--- src/rtl/cmd_irq_hs.sv ---
module cmd_irq_hs #(
  parameter int NIRQ  = 6,
  parameter int PTR_W = 32,
  parameter int CUS_W = 2,
  parameter int RUS_W = 4
) (
  input  logic             clk,
  input  logic             rst_n,
  input  logic             cmd_wr,
  input  logic [7:0]       cmd_wdata,
  input  logic             ptr_wr,
  input  logic [PTR_W-1:0] ptr_wdata,
  input  logic             ack_wr,
  input  logic [NIRQ-1:0]  ack_wdata,
  input  logic             dev_busy,
  input  logic [NIRQ-1:0]  irq_evt,
  input  logic [CUS_W-1:0] cu_state,
  input  logic [RUS_W-1:0] ru_state,
  output logic [7:0]       cmd_byte,
  output logic             ru_req,
  output logic [2:0]       ru_cmd,
  output logic             cu_req,
  output logic [3:0]       cu_cmd,
  output logic [PTR_W-1:0] req_ptr,
  output logic [CUS_W-1:0] stat_cu,
  output logic [RUS_W-1:0] stat_ru,
  output logic [NIRQ-1:0]  irq_pend,
  output logic             irq_n,
  output logic             proto_err
);
  typedef enum logic [2:0] {S_IDLE, S_RDCMD, S_RDPTR, S_RU, S_CU} st_t;

  st_t              st;
  logic [7:0]       cmd_lat;
  logic [PTR_W-1:0] ptr_reg, ptr_lat;
  logic             wr_take;

  assign wr_take = cmd_wr && (cmd_byte == 8'h00);
  assign ru_cmd  = cmd_lat[2:0];
  assign cu_cmd  = cmd_lat[7:4];
  assign ru_req  = (st == S_RU) && (ru_cmd != 3'd0);
  assign cu_req  = (st == S_CU) && (cu_cmd != 4'd0);
  assign req_ptr = ptr_lat;
  assign irq_n   = ~|irq_pend;

  always_ff @(posedge clk) begin
    if (!rst_n) begin
      st        <= S_IDLE;
      cmd_byte  <= '0;
      cmd_lat   <= '0;
      ptr_reg   <= '0;
      ptr_lat   <= '0;
      stat_cu   <= '0;
      stat_ru   <= '0;
      irq_pend  <= '0;
      proto_err <= 1'b0;
    end else begin
      proto_err <= wr_take && (cmd_wdata[7:4] != 4'd0) && (cmd_wdata[2:0] != 3'd0);
      if (st == S_CU)   cmd_byte <= '0;
      else if (wr_take) cmd_byte <= cmd_wdata;
      if (ptr_wr) ptr_reg <= ptr_wdata;
      irq_pend <= (irq_pend & ~(ack_wr ? ack_wdata : '0)) | irq_evt;
      case (st)
        S_IDLE:  if (cmd_byte != 8'h00 && !dev_busy) st <= S_RDCMD;
        S_RDCMD: begin cmd_lat <= cmd_byte; st <= S_RDPTR; end
        S_RDPTR: begin ptr_lat <= ptr_reg;  st <= S_RU;    end
        S_RU:    st <= S_CU;
        S_CU: begin
          stat_cu <= cu_state;
          stat_ru <= ru_state;
          st      <= S_IDLE;
        end
        default: st <= S_IDLE;
      endcase
    end
  end
endmodule


--- config.mk ---
export PLATFORM = sky130hd
export DESIGN_NAME = cmd_irq_hs
export DESIGN_NICKNAME = d
export VERILOG_FILES = /design/src/rtl/cmd_irq_hs.sv
export SDC_FILE = /design/constraint.sdc
export NUM_CORES = 1
export LEC_CHECK = 0
export ABC_AREA = 1
export ABC_CLOCK_PERIOD_IN_PS = 3040
export BUFFER_PORTS_ARGS = -buffer_cell sky130_fd_sc_hd__buf_2
export CAP_MARGIN = 20
export CORE_MARGIN = 2
export CORE_UTILIZATION = 40
export CTS_CLUSTER_SIZE = 24
export DETAILED_ROUTE_END_ITERATION = 10
export GPL_TIMING_DRIVEN = 0
export PLACE_DENSITY = 0.67
export SYNTH_ARGS = -nofsm -noshare
export SYNTH_HDL_FRONTEND = slang
export SYNTH_SLANG_ARGS = --single-unit
--- constraint.sdc ---
create_clock -name clk -period 3.04 [get_ports clk]
set_input_delay 0.304 -clock clk [delete_from_list [all_inputs] [get_ports clk]]
set_output_delay 0.304 -clock clk [all_outputs]
set_load 0.005 [all_outputs]
Yosys cells after proc, flatten, opt, wreduce, memory -nomap -nowiden
Cells that the tools add are included.

Register bits after elaboration: 96. Word-level logic and storage cells: 38. Input port bits: 64. Output and inout bits: 63.

Bitwise operators: 4. Reductions and logical operators: 17. Multiplexer cells: 3. Equality and inequality tests: 5.

Operators with widths (number): one-hot mux 3 bit (4 select lines) (1); zero test 8 bit (1); nonzero test 4 bit (2); nonzero test 8 bit (1); bitwise AND 6 bit (1); == test 3 x 2 -> 1 bit (second input constant) (2); logical AND 1 bit (6); two-way mux 6 bit (1); inverter 6 bit (1); OR 6 bit (1); nonzero test 3 bit (2); OR reduction 6 bit (1); == test 3 x 1 -> 1 bit (second input constant) (1); == test 3 bit (second input constant) (1); zero test 3 bit (1); two-way mux 3 bit (1); zero test 1 bit (2); != test 2 bit (second input constant) (1); OR reduction 2 bit (1); inverter 1 bit (1).

Longest topological paths before layout
Gate-level depths: netlist of the first run.

Depth after elaboration: 4. Mapped depth: 6. Depth with buffers taken out: 6.

Worst setup path before layout of the first run
Ideal clock, no wire load.

Path type: register -> output. Start: register st[0]. End: output port cu_req. Required time: 2.736 ns. Path slack: 1.774 ns. Path buffers: 0. Data arrival time: 0.962 ns. Cell stages (with the launch flop): 4. Cell sequence: dfxtp_1 -> nor3_2 -> inv_2 -> a41oi_2.

Longest elaborated chain between the ends: 2.

Ends and longest elaborated chain: start: declaration (line 33) `st_t st;`; start signal: assignment (line 48) `st <= S_IDLE;`; start signal: assignment (line 64) `S_IDLE: if (cmd_byte != 8'h00 && !dev_busy) st <= S_RDCMD;`; start signal: assignment (line 65) `S_RDCMD: begin cmd_lat <= cmd_byte; st <= S_RDPTR; end`; == test 3 bit (line 42) `assign cu_req = (st == S_CU) && (cu_cmd != 4'd0);`; logical AND 1 bit (line 42); end: declaration (line 22) `output logic cu_req,`.

Every way passes these cells.

Worst setup path in the final report of the first run
Same ends and word-level chain as after synthesis.

==> results of run 1 <==
## worst max-delay path, delay by kind of cell, from the launching register on
kind	cells	cell delay, ps
buf+inv	2	300
simple gates	1	410
flops	1	390
compound gates	1	180
## metal layers
layer | vias up | part of all wire (%) | GRT usage [%]
met5 | - | 0 | 0
met4 | 0 | 0.81 | 6.55
met3 | 6 | 7.8 | 4.70
met2 | 103 | 44 | 27.7
met1 | 1358 | 47 | 21.4
li1 | 1643 | - | -
## kinds of logic (layout without fill, tap and decap cells)
group | count (synthesis) | in the layout
AOI/OAI and AO/OA | 102 | 102
buffers and inverters | 45 | 185
DFF | 95 | 95
and+or+nand+nor | 187 | 187
## how the worst min path moves through the flow
stage | from | to | cells past startpoint
after CTS | irq_evt[2] | irq_pend[2] | 3
after floorplan | irq_evt[0] | irq_pend[0] | 2
after global placement | cmd_lat[0] | cmd_lat[0] | 2
final | irq_evt[2] | irq_pend[2] | 3
after detailed placement | cmd_lat[1] | cmd_lat[1] | 2
after global routing | irq_evt[5] | irq_pend[5] | 3
## area by class of cell
cell class                      count  area (um2)  area share (%)
Multi-Input combinational cell    289        1270            29.4
Clock buffer                        9         124            2.86
Clock inverter                      7        95.1            2.19
Sequential cell                    95        1900            43.8
Timing Repair Buffer              124         621            14.3
Tap cell                          105         131            3.03
Buffer                             23         109            2.51
Inverter                           22        82.6            1.90
## placed cells by master (no fill, tap or decap), types with 9 or more instances in the layout
master	n
inv_1	18
nor2_1	158
clkbuf_1	11
clkbuf_8	9
a21oi_1	23
nand2_1	10
buf_2	129
o21ai_0	38
dfxtp_1	95
o21ai_1	39
nand3_1	10
## per-stage QoR
step	utilization (%)	instance area (um2)	instances
detailed placement	50.4	4120	658
CTS	53.1	4340	674
finish	53.1	4340	674
global route	53.1	4340	674
global placement	50.4	4120	658
floorplan	-	3370	429
## power breakdown
group	total (mW)	internal [mW]	switching, mW	leakage [nW]
sequential	1.54	1.43	0.110	0.781
clock	0.898	0.465	0.434	0.110
combinational	0.669	0.295	0.375	1.16
total	3.11	2.19	0.918	2.05
==> impl_metrics.ini, run 1 <==
[clocking]
cts_setup_buffers = 0
cts_tree = built
cts_buffer_depth = 2
hold_buffers = 0
numCtsBuffers = 9
cts.repair.resized = 0
clk_pin_slew_ps = 90
cts.sinks = 95
cts-root-buf = clkbuf_8
htreeDepth = 3
worstSkewPairLatency_ps = 350

[timing]
tightest_slew_ps = 436
finClkSkew_ps = 14.7
worst_hold_slack_ps = 164
rsz0062_at_grt = false
finalCritPeriodShare_pct = 63.2
finalCriticalPeriod_ps = 1920
slew_headroom_pct = 70.9
slew_violations = 0
fmax_mhz = 520
finalSetupTns_ps = 0
timing.final.ws_setup_ps = 1120
hold_viol_final = 0
setup_viol = 0

[yosys]
synth_largest_area_cell = dfxtp_1
synth_xor_area_share_pct = 0
yosysMostFrequentCell = nor2_1
syn_avg_cell_area_um2 = 7.85
synth_seq_cells = 95
synth_ff_type = dfxtp_1
yosys-top-cells-count = 158 x nor2_1, 95 x dfxtp_1, 39 x o21ai_1, 38 x o21ai_0, 23 x a21oi_1
muxShareOfSynthArea_pct = 0
synth_compound_area_share_pct = 15.6
synth_top_area_share_pct = 56.5
syn-num-nets = 493
yosysUniqueCellTypes = 24
synth-async-reset-ratio_pct = 0
syn_inst = 429
syn_area_um2 = 3370
synth_top_family_by_area = simple AND/OR/NAND/NOR gates
netlist_top_cells_area = dfxtp_1 56%, nor2_1 18%, o21ai_1 5.8%
ys_seq_area_share_pct = 56.5
yosys.area_share.simple_pct = 22.3
yosys_warnings = 0
synthAdderAreaFrac_pct = 0
synth-edff-count = 0

[global_routing]
first_global_vias = 2789
grt_pass1_wl_um = 12200
antenna_found_initial = 0
overflow = 0
grt_max_degree = 17
grt_usage_pct = 17.0

[finish]
final.fill_count = 823
drive_above_1_share_pct = 28.3
syn_to_final_growth_pct = 28.8
antenna_cells = 0
final_nets = 628

[routing]
drcViolationCount = 0
via_per_inst = 4.61
wirelength_um = 7800
firstDrtPassIters = 4
drtAntennaViolNets = 0
vias = 3110
drt_iter0_markers = 82
avgRoutedWirePerCell_um = 11.6

[critical_path]
r2r_end = cmd_byte[5]
startpoint = st[0]
crit_chain = nor3_2, inv_2, a41oi_2, buf_2
cp-start-kind = register
critical_path_arrival_ps = 1620
reg2reg_depth = 4
crit_fanout = 8
r2r-start = st[0]
cp.required_ps = 2740
endpoint_kind = output port
cp-endpoint = cu_req
worst_path_max_delay_cell = nor3_2
slowest_delay_ps = 410
rrSetupSlack_ps = 1770
path_class = reg -> out

[floorplan]
rows = 33
core_area_um2 = 8180
die_y_um = 95.7
floorplan.die_area_um2 = 9170
ios = 127
die_x_um = 95.7
start_util_pct = 41.2

[hold_path]
hold_path_class = in -> reg

[placed_design]
dp_slack_ps = 1460
place_congestion = 0.769
hpwl_um = 5940
io_buffers = 124

[job]
cap_violations = 0

[pwr]
p_leak_nw = 2.05
p_total_mw = 3.11
vdd_drop_max_mv = 0.260
power_density_nw_per_um2 = 716

[run_status]
outcome = complete, no violations
No activity file was read; power rests on OpenSTA's default activity.
==> run 2, diff against run 1 <==
- ABC_AREA: 1 -> 0
- ABC_CLOCK_PERIOD_IN_PS: 3040 -> 1670
- PLACE_DENSITY: 0.67 -> 0.69
- clock period: 3.04 -> 1.67 ns (I/O delays scaled with it)
==> run 2 against run 1 <==
  * Critical path depth fell by 1
  * Combinational power is 94% higher
  * Synthesized cell count is 11% lower
  * Highest routed layer unchanged
  * Wire length up 7.1%
  * First-iteration DRC count down 34%
  * Clock skew shrank 4.2 ps
  * Via count decreased by 4.3%
  * Sequential power grew 69%
  * Area after synthesis up 9.7%
  * Global-route usage rose by 0.063 points
==> impl_metrics.ini, run 2 <==
[run_status]
outcome = complete, no violations

[clocking]
numCtsBuffers = 9
cts_buffer_depth = 2
worstSkewPairLatency_ps = 350
cts_tree = built
cts.sinks = 95
htreeDepth = 3
clk_pin_slew_ps = 100
cts-root-buf = clkbuf_8

[timing]
slew_headroom_pct = 52.2
finalSetupTns_ps = 0
finalCritPeriodShare_pct = 97.7
setup_viol = 0
slew_violations = 0
finClkSkew_ps = 10.6
fmax_mhz = 613
finalCriticalPeriod_ps = 1630
hold_viol_final = 0
timing.final.ws_setup_ps = 38.1
rsz0062_at_grt = true
tightest_slew_ps = 715
worst_hold_slack_ps = 43.3

[routing]
firstDrtPassIters = 4
drt_iter0_markers = 54
drcViolationCount = 0
drtAntennaViolNets = 0
vias = 2976
wirelength_um = 8350
via_per_inst = 4.68
avgRoutedWirePerCell_um = 13.1

[floorplan]
core_area_um2 = 9110
die_y_um = 100
die_x_um = 100
floorplan.die_area_um2 = 10000
rows = 35
ios = 127
start_util_pct = 40.5

[yosys]
synth_top_area_share_pct = 51.5
ys_seq_area_share_pct = 51.5
syn_avg_cell_area_um2 = 9.67
synth_ff_type = dfxtp_1
yosys_warnings = 0
synth_top_family_by_area = simple AND/OR/NAND/NOR gates
synthAdderAreaFrac_pct = 0
syn_area_um2 = 3690
netlist_top_cells_area = dfxtp_1 51%, mux2i_1 11%, nand2_1 9.2%
yosys.area_share.simple_pct = 22.5
yosysUniqueCellTypes = 27
synth-edff-count = 0
syn-num-nets = 446
synth-async-reset-ratio_pct = 0
yosysMostFrequentCell = dfxtp_1
yosys-top-cells-count = 95 x dfxtp_1, 91 x nand2_1, 45 x nor2b_1, 39 x mux2i_1
synth_largest_area_cell = dfxtp_1
muxShareOfSynthArea_pct = 10.6
synth_compound_area_share_pct = 11.4
syn_inst = 382
synth_seq_cells = 95
synth_xor_area_share_pct = 0.237

[global_routing]
antenna_found_initial = 0
overflow = 0
grt_max_degree = 18
met1_usage_pct = 22.1
use_met2_pct = 27.9
met3_usage_pct = 4.04
grt.busiest_layer = met2
first_global_vias = 2929
grt_pass1_wl_um = 13600
grt_usage_pct = 17.0

[critical_path]
worst_path_max_delay_cell = or4_1
critPathBufInv = 1
cp.required_ps = 1500
crit_chain = or4_1, nor3_1, buf_2
slowest_delay_ps = 530
cpLargestDelayFamily = simple AND/OR/NAND/NOR gates
crit_fanout = 3
cp-start-kind = register
endpoint_kind = output port
critical_path_arrival_ps = 1460
path_class = reg -> out

[placed_design]
placedCellCount = 617
dp_slack_ps = 76.2
placed_area_um2 = 4450
place_congestion = 0.734
hpwl_um = 6100
io_buffers = 124

[finish]
fin_area_um2 = 4700
final_cell_mix = 134 x buf_2, 91 x nand2_1, 91 x dfxtp_1
antenna_cells = 0
utilization_pct = 51.6
syn_to_final_growth_pct = 27.2
layoutNonFillerInstCount = 636
final.fill_count = 901
final_nets = 584
drive_above_1_share_pct = 33.3
final_common_cell = buf_2

[hold_path]
hold_path_class = in -> reg

[pwr]
p_leak_nw = 2.18
power_density_nw_per_um2 = 1130
vdd_drop_max_mv = 0.538
p_total_mw = 5.31

[job]
cap_violations = 0
## run 2: cell types whose count changed in the layout (fill, tap and decap cells not counted), moves of 17 or more
cell,change
a21boi_0,+19
a21boi_1,+19
a21oi_1,-17
inv_1,-18
mux2i_1,+39
nand2_1,+81
nor2_1,-155
nor2b_1,+45
o21ai_0,-38
o21ai_1,-39
## run 2: layer usage
metal | vias up | routed length, um
li1 | 1543 | -
met1 | 1349 | 3980
met2 | 82 | 3870
met3 | 2 | 478
met4 | 0 | 30
met5 | - | 0
## run 2: area by class of cell
class,count,area [um2],area share [%]
Buffer,26,133,2.82
Clock buffer,9,124,2.64
Clock inverter,7,56.3,1.20
Multi-Input combinational cell,258,1660,35.4
Sequential cell,95,1910,40.8
Tap cell,111,139,2.96
Timing Repair Buffer,130,668,14.2
## run 2: final timing paths
| check | startpoint | end | slack [ps] | depth (start not counted) |
|---|---|---|---|---|
| worst min register to register | ptr_reg[13] | req_ptr[13] | 440 | 2 |
| worst max register to register | st[2] | req_ptr[8] | 130 | 6 |
| worst min-delay path | irq_evt[3] | irq_pend[3] | 40 | 3 |
| worst max-delay path | irq_pend[2] | irq_n | 40 | 3 |
## run 2: logic make-up after synthesis
family | Yosys count
AO/OA/AOI/OAI | 55
XOR/XNOR | 1
buffers and inverters | 29
flip-flops | 95
multiplexers | 39
AND/OR/NAND/NOR | 163
## run 2: what timing repair did
item	4_1_cts	5_1_grt
pin swaps	1	0
hold buffers	1	0
gates resized for setup	8	4
endpoints found under the hold margin	1	0
endpoints found under the setup margin	1	3
buffers inserted	3	2
## run 2: power breakdown
group	leakage (nW)	switching, mW	internal, mW
combinational	1.31	0.705	0.594
sequential	0.778	0.134	2.48
clock	0.0842	0.839	0.560
## run 2: tightest hold or removal path, delay by kind of cell
kind            cells  cell delay [ps]
simple gates        1               90
buf+inv             1               80
compound gates      1               30
